<file path="config.mk">
export PLATFORM = sky130hd
export DESIGN_NAME = status_flag_reg
export DESIGN_NICKNAME = d
export VERILOG_FILES = /design/src/rtl/sfr_pkg.sv /design/src/rtl/sfr_flag_calc.sv /design/src/rtl/sfr_ctrl_bits.sv /design/src/rtl/status_flag_reg.sv
export SDC_FILE = /design/constraint.sdc
export NUM_CORES = 1
export LEC_CHECK = 0
export BUFFER_PORTS_ARGS = -buffer_cell sky130_fd_sc_hd__buf_4
export CORE_MARGIN = 3
export CORE_UTILIZATION = 40
export DETAILED_ROUTE_END_ITERATION = 8
export GPL_TIMING_DRIVEN = 0
export MAX_ROUTING_LAYER = met4
export PLACE_DENSITY = 0.8
export RECOVER_POWER = 100
export SLEW_MARGIN = 20
export SYNTH_ARGS = -nofsm -noshare
export SYNTH_HDL_FRONTEND = slang
export SYNTH_HIERARCHICAL = 1
export SYNTH_SLANG_ARGS = --single-unit
</file>
<file path="constraint.sdc">
create_clock -name clk -period 2.94 [get_ports clk]
set_input_delay 0.441 -clock clk [delete_from_list [all_inputs] [get_ports clk]]
set_output_delay 0.441 -clock clk [all_outputs]
set_load 0.01 [all_outputs]
</file>
<file path="src/rtl/sfr_pkg.sv">
package sfr_pkg;

    // ALU operation classes as presented on op_class
    typedef enum logic [1:0] {
        OPC_ADD   = 2'b00,
        OPC_SUB   = 2'b01,
        OPC_LOGIC = 2'b10,
        OPC_NONE  = 2'b11
    } op_class_e;

    // Full register image, MSB first: this packing is the output layout
    typedef struct packed {
        logic ie;   // global interrupt enable
        logic tb;   // bit-copy latch
        logic hc;   // half carry
        logic sg;   // sign
        logic ov;   // two's complement overflow
        logic ng;   // negative
        logic zr;   // zero
        logic cy;   // carry / borrow
    } status_t;

    // Fields derived from an ALU operation (sign is formed from these)
    typedef struct packed {
        logic hc;
        logic ov;
        logic ng;
        logic zr;
        logic cy;
    } arith_t;

    // Fields owned by control events
    typedef struct packed {
        logic ie;
        logic tb;
    } ctrl_t;

    localparam int STATUS_W = $bits(status_t);

    function automatic logic maj3(input logic x, input logic y, input logic z);
        return (x & y) | (y & z) | (z & x);
    endfunction

endpackage

</file>
<file path="src/rtl/sfr_flag_calc.sv">
module sfr_flag_calc
    import sfr_pkg::*;
#(
    parameter int DATA_W = 8,
    parameter int HALF_W = 4
) (
    input  logic              op_valid,
    input  op_class_e         op_class,
    input  logic [DATA_W-1:0] opnd_a,
    input  logic [DATA_W-1:0] opnd_b,
    input  logic [DATA_W-1:0] result,
    input  arith_t            prev,
    output arith_t            next
);

    localparam int MSB = DATA_W - 1;

    // Carry chain for add, borrow chain for subtract, one cell per bit
    logic [DATA_W:0] add_cy;
    logic [DATA_W:0] sub_bw;

    assign add_cy[0] = 1'b0;
    assign sub_bw[0] = 1'b0;

    for (genvar k = 0; k < DATA_W; k++) begin : g_cell
        assign add_cy[k+1] = maj3(opnd_a[k], opnd_b[k], add_cy[k]);
        assign sub_bw[k+1] = maj3(~opnd_a[k], opnd_b[k], sub_bw[k]);
    end

    logic res_zero;
    logic res_neg;

    assign res_zero = ~|result;
    assign res_neg  = result[MSB];

    always_comb begin
        next = prev;
        if (op_valid) begin
            unique case (op_class)
                OPC_ADD: begin
                    next.cy = add_cy[DATA_W];
                    next.hc = add_cy[HALF_W];
                    next.ov = add_cy[DATA_W] ^ add_cy[MSB];
                    next.ng = res_neg;
                    next.zr = res_zero;
                end
                OPC_SUB: begin
                    next.cy = sub_bw[DATA_W];
                    next.hc = sub_bw[HALF_W];
                    next.ov = sub_bw[DATA_W] ^ sub_bw[MSB];
                    next.ng = res_neg;
                    next.zr = res_zero;
                end
                OPC_LOGIC: begin
                    next.ov = 1'b0;
                    next.ng = res_neg;
                    next.zr = res_zero;
                end
                default: begin
                    next = prev;
                end
            endcase
        end
    end

endmodule

</file>
<file path="src/rtl/sfr_ctrl_bits.sv">
module sfr_ctrl_bits
    import sfr_pkg::*;
(
    input  logic  irq_take,
    input  logic  irq_return,
    input  logic  bit_store,
    input  logic  bit_src,
    input  ctrl_t prev,
    output ctrl_t next
);

    always_comb begin
        next = prev;
        // Entry has priority over return
        if (irq_take) begin
            next.ie = 1'b0;
        end else if (irq_return) begin
            next.ie = 1'b1;
        end
        if (bit_store) begin
            next.tb = bit_src;
        end
    end

endmodule

</file>
<file path="src/rtl/status_flag_reg.sv">
module status_flag_reg
    import sfr_pkg::*;
#(
    parameter int DATA_W = 8,
    parameter int HALF_W = 4
) (
    input  logic              clk,
    input  logic              rst,
    input  logic              op_valid,
    input  logic [1:0]        op_class,
    input  logic [DATA_W-1:0] opnd_a,
    input  logic [DATA_W-1:0] opnd_b,
    input  logic [DATA_W-1:0] result,
    input  logic              irq_take,
    input  logic              irq_return,
    input  logic              bit_store,
    input  logic              bit_src,
    output logic [STATUS_W-1:0] status,
    output logic              t_bit
);

    status_t   sreg_q;
    status_t   sreg_d;
    arith_t    ar_cur;
    arith_t    ar_nxt;
    ctrl_t     ct_cur;
    ctrl_t     ct_nxt;
    op_class_e cls;

    assign cls = op_class_e'(op_class);

    assign ar_cur = '{hc: sreg_q.hc, ov: sreg_q.ov, ng: sreg_q.ng,
                      zr: sreg_q.zr, cy: sreg_q.cy};
    assign ct_cur = '{ie: sreg_q.ie, tb: sreg_q.tb};

    sfr_flag_calc #(
        .DATA_W (DATA_W),
        .HALF_W (HALF_W)
    ) u_calc (
        .op_valid (op_valid),
        .op_class (cls),
        .opnd_a   (opnd_a),
        .opnd_b   (opnd_b),
        .result   (result),
        .prev     (ar_cur),
        .next     (ar_nxt)
    );

    sfr_ctrl_bits u_ctrl (
        .irq_take   (irq_take),
        .irq_return (irq_return),
        .bit_store  (bit_store),
        .bit_src    (bit_src),
        .prev       (ct_cur),
        .next       (ct_nxt)
    );

    always_comb begin
        sreg_d.ie = ct_nxt.ie;
        sreg_d.tb = ct_nxt.tb;
        sreg_d.hc = ar_nxt.hc;
        sreg_d.sg = ar_nxt.ng ^ ar_nxt.ov;
        sreg_d.ov = ar_nxt.ov;
        sreg_d.ng = ar_nxt.ng;
        sreg_d.zr = ar_nxt.zr;
        sreg_d.cy = ar_nxt.cy;
    end

    always_ff @(posedge clk) begin
        if (rst) begin
            sreg_q <= '0;
        end else begin
            sreg_q <= sreg_d;
        end
    end

    assign status = sreg_q;
    assign t_bit  = sreg_q.tb;

endmodule

</file>
**Yosys cells after proc, flatten, opt, wreduce, memory -nomap -nowiden**

Cells that the tools add are included.

- Register bits: 8
- Bits in latches: 0
- Bits in writable memories: 0
- Bits in read-only memories: 0
- Input port bits: 33
- Output and inout port bits: 9
- Word-level logic and storage cells: 105
- Memories: 0

- Add/subtract/negate cells: 0
- $mul: 0
- Div/mod/pow operators: 0
- $lt $le $gt $ge: 0
- Equality and inequality tests: 2
- Shift-type cells: 0
- Mux-type cells: 4
- Bitwise logic cells: 83
- Reduce and logical (&&, ||, !) cells: 8

Operators with widths:

| kind | count |
|---|---|
| 1-bit AND | 44 |
| 1-bit OR | 28 |
| 3-bit case mux with 3 select lines | 1 |
| 1-bit NOT | 8 |
| 8-bit OR reduction | 1 |
| 4-bit two-way mux | 1 |
| 1-bit case mux with 2 select lines | 2 |
| 2-bit AND reduction | 2 |
| 3-bit nonzero test | 1 |
| 1-bit XOR | 3 |
| 2-bit by 1-bit equality test with 1-bit output (second input constant) | 1 |
| 2-bit equality test (second input constant) | 1 |
| 2-bit logical NOT | 1 |
| 2-bit nonzero test | 1 |
| 2-bit OR reduction | 1 |
| 1-bit logical NOT | 1 |

**Longest topological paths before layout**

- Word-level depth: 27
- Mapped depth: 8
- Gate-level depth less buffers: 8

**Modules after synthesis**

Netlist, hierarchy kept.

Modules (own cells, without submodules):

| module | times used | cells an instance | area an instance (µm²) | seq. area each (µm²) |
|---|---|---|---|---|
| sfr_flag_calc | 1 | 64 | 392.9 | 0.0 |
| status_flag_reg | 1 | 18 | 226.5 | 160.2 |
| sfr_ctrl_bits | 1 | 2 | 25.0 | 0.0 |

**Worst setup path after synthesis**

No wires, ideal clock.

- Kind: input port to flip-flop
- From: input opnd_b[0]
- To: register sreg_q (netlist bit status[4])
- Setup time: 0.115 ns
- Arrival: 2.052 ns
- Required time: 2.825 ns
- Slack: 0.772 ns
- Stages on the path: 8
- Cell sequence: nor2b_4 maj3_2 maj3_2 maj3_2 or3_1 nand4_1 xnor2_1 nor2_2

RTL lines:

| element | line | text |
|---|---|---|
| from (decl) | status_flag_reg.sv:12 | `input logic [DATA_W-1:0] opnd_b,` |
| to (signal assigned) | status_flag_reg.sv:73 | `sreg_q <= sreg_d;` |
| to (decl) | status_flag_reg.sv:22 | `status_t sreg_q;` |

==> flow_summary_export.csv <==
group,metric,value,unit
run_status,status,"finished, final reports clean",
synth,synthDistinctLibCells,36,
sta,rsz0062_at_grt,"no",
worst_hold_path,hold_class,"primary input to flop",
grt,globalRouteTotalUtil,19.0,%
sta,slew_violations,0,
synth,synth_cells,84,
placement,dpl_worst_slack,580,ps
layout,syn2layout_area_growth,46.0,%
clocking,htree_num_levels,1,
critical_path,cp_max_fo,4,
sta,fin_crit_sh,77.2,%
run,drv_cap,0,
detailed_routing,first_pass_iters,5,
sta,worst_slew_pin_slew,388,ps
clocking,clk_pin_slew_worst_paths,50,ps
clocking,cts_buffer_depth,2,
layout,multi_input_area,439,um2
clocking,tritoncts,"yes",
detailed_routing,routedWlPerCell,12.8,um
clocking,cts_resized,0,
sta,fmaxAchievable,0.440,GHz
detailed_routing,antenna_left,0,
clocking,ctsHoldBuffers,0,
placement,hpwl,1520,um
grt,grt_start_max_net_pins,10,
sta,finalHoldViolCount,0,
detailed_routing,drc,0,
clocking,post-cts-setup-buffers,0,
sta,relSlewSlack,73.8,%
die,die_w,46.1,um
placement,numPortBuffers,40,
grt,antenna_found_initial,0,
synth,yosys_warnings,6,
power,p_leak,0.000415,uW
layout,final_core_util,67.3,%
layout,fill_cells,139,
synth,synth_edf_count,0,
grt,grt-ovfl-total,0,
detailed_routing,drt_iter0_drc,17,
sta,finalSetupViolations,0,
critical_path,cp-end-kind,"flop",
grt,grt_pass1_wl,2800,um
detailed_routing,vias,781,
layout,final_nets,162,
grt,grt_pass1_vias,732,
power,powerDensity,324,nW/um2
detailed_routing,drt-total-wl,1810,um
die,core,1400,um2
sta,post-route-min-period,2270,ps
sta,tns,0,ps
layout,diodes,0,
critical_path,required,3090,ps
die,core.rowCount,13,
critical_path,crit_chain,"buf_4 > nor2b_4 > maj3_1 > maj3_1 > maj3_1 > or3_1 > nand4_1 > xnor2_1 > nor2_2",
placement,place.gp.congestion,0.775,
layout,drive_gt1_share,29.1,%
synth,ys.flop_type,"dfxtp_1",
die,start_util,46.1,%
clocking,cts_buffers,3,
detailed_routing,vias_per_cell,5.50,
critical_path,cp_slowest_cell,"maj3_1",
die,die_area,2130,um2
critical_path,crit_path_max_incr_delay,400,ps
synth,synth_nets,117,
synth,yosysSeqAreaShare,24.9,%
sta,skew,6.89,ps
synth,synthesis.area,644,um2
clocking,cts.sinks,8,
synth,syn_area_per_cell,7.67,um2
layout,seq_area,160,um2
synth,async_flop_share,0,%
die,dieHeight,46.1,um
critical_path,cp-start-kind,"primary input",
critical_path,cp.arrival,2420,ps
synth,synth_seq_cells,8,
critical_path,path_common_cell,"maj3_1",
die,io_pins,42,
clocking,cts_root_buf,"clkbuf_4",
power,vdd_drop_max,174,uV
clocking,clock_latency,260,ps
critical_path,crit_type,"primary input to flop",
sta,setup_ws,669,ps
[synthesized netlist by cell type, types with 2 or more instances]
cell type / n / area [um2]
nand2_1: 10 / 37.5
dfxtp_1: 8 / 160
nor2b_1: 8 / 50.1
inv_1: 6 / 22.5
nor2_1: 6 / 22.5
o21ai_0: 5 / 25.0
maj3_2: 3 / 33.8
nand2b_1: 3 / 18.8
nor4_1: 3 / 18.8
maj3_1: 2 / 20.0
mux2i_1: 2 / 20.0
nor3_1: 2 / 10.0
o211ai_1: 2 / 15.0
or3_1: 2 / 12.5
[power by group]
part / leakage, uW / internal, uW / switching [uW]
sequential: 0.0000655 / 115 / 2.69
combinational: 0.000336 / 55.9 / 46.3
clock: 0.0000138 / 46.8 / 38.4
total: 0.000415 / 217 / 87.4
[cells by family (layout without fill, tap and decap cells)]
| group | count (synthesis) | after routing | share of synthesized area (%) |
|---|---|---|---|
| AOI/OAI and AO/OA | 18 | 18 | 20.2 |
| xor gates and xnor gates | 1 | 1 | 1.36 |
| adders and majority gates | 5 | 5 | 8.35 |
| buffers and inverters | 9 | 52 | 5.82 |
| DFF | 8 | 8 | 24.9 |
| muxes | 4 | 4 | 7.18 |
| and+or+nand+nor | 39 | 39 | 32.2 |
[flip-flops by register name, indices dropped and copies added, names as in the netlist]
register	cells
status	7
t_bit	1
[final cells by class]
type                    count  area share, %
plain buffers               3           1.60
well taps                  15           1.99
inverters                   6           2.39
repair buffers             40           27.9
flip-flops and latches      8           17.0
multi-input cells          67           46.7
clock buffers               3           2.39
[cell usage in the layout, fill, tap and decap left out, types with 2 or more instances in the layout]
cell type,netlist,final
buf_4,1,31
clkbuf_1,1,11
nand2_1,10,10
nor2b_1,8,8
dfxtp_1,8,8
nor2_1,6,6
inv_1,6,6
o21ai_0,5,5
maj3_1,2,5
clkbuf_4,0,3
nand2b_1,3,3
nor4_1,3,3
o211ai_1,2,2
nor3_1,2,2
mux2i_1,2,2
or3_1,2,2
mux2_1,0,2
[critical path, delay by kind of cell]
family	cells	cell delay, ps
buffers and inverters	1	110
adders and majority gates	3	1110
xor gates and xnor gates	1	150
and+or+nand+nor	4	600
[path summary, 6_finish.rpt]
path	start	to	slack, ps	cells after the start
hold / removal	rst	status[4]	410	2
hold reg to reg	status[7]	status[7]	590	2
setup / recovery	opnd_b[0]	status[4]	670	9
setup reg to reg	status[3]	status[4]	1830	5
[metal layers]
metal / GRT usage (%) / up-vias / wire [um]
li1: - / 388 / -
met1: 18.0 / 342 / 672
met2: 34.1 / 45 / 924
met3: 3.91 / 6 / 161
met4: 11.9 / 0 / 53
met5: - / - / 0
[through the flow]
step	instances	area (um2)	hold WS (ps)	total power, uW
after floorplan	84	644	508	171
after global placement	139	963	557	226
after detailed placement	139	963	588	230
after CTS	142	986	401	317
after global routing	142	941	403	328
final	142	941	410	305
Note: power is estimated with default switching activity, not from simulation.
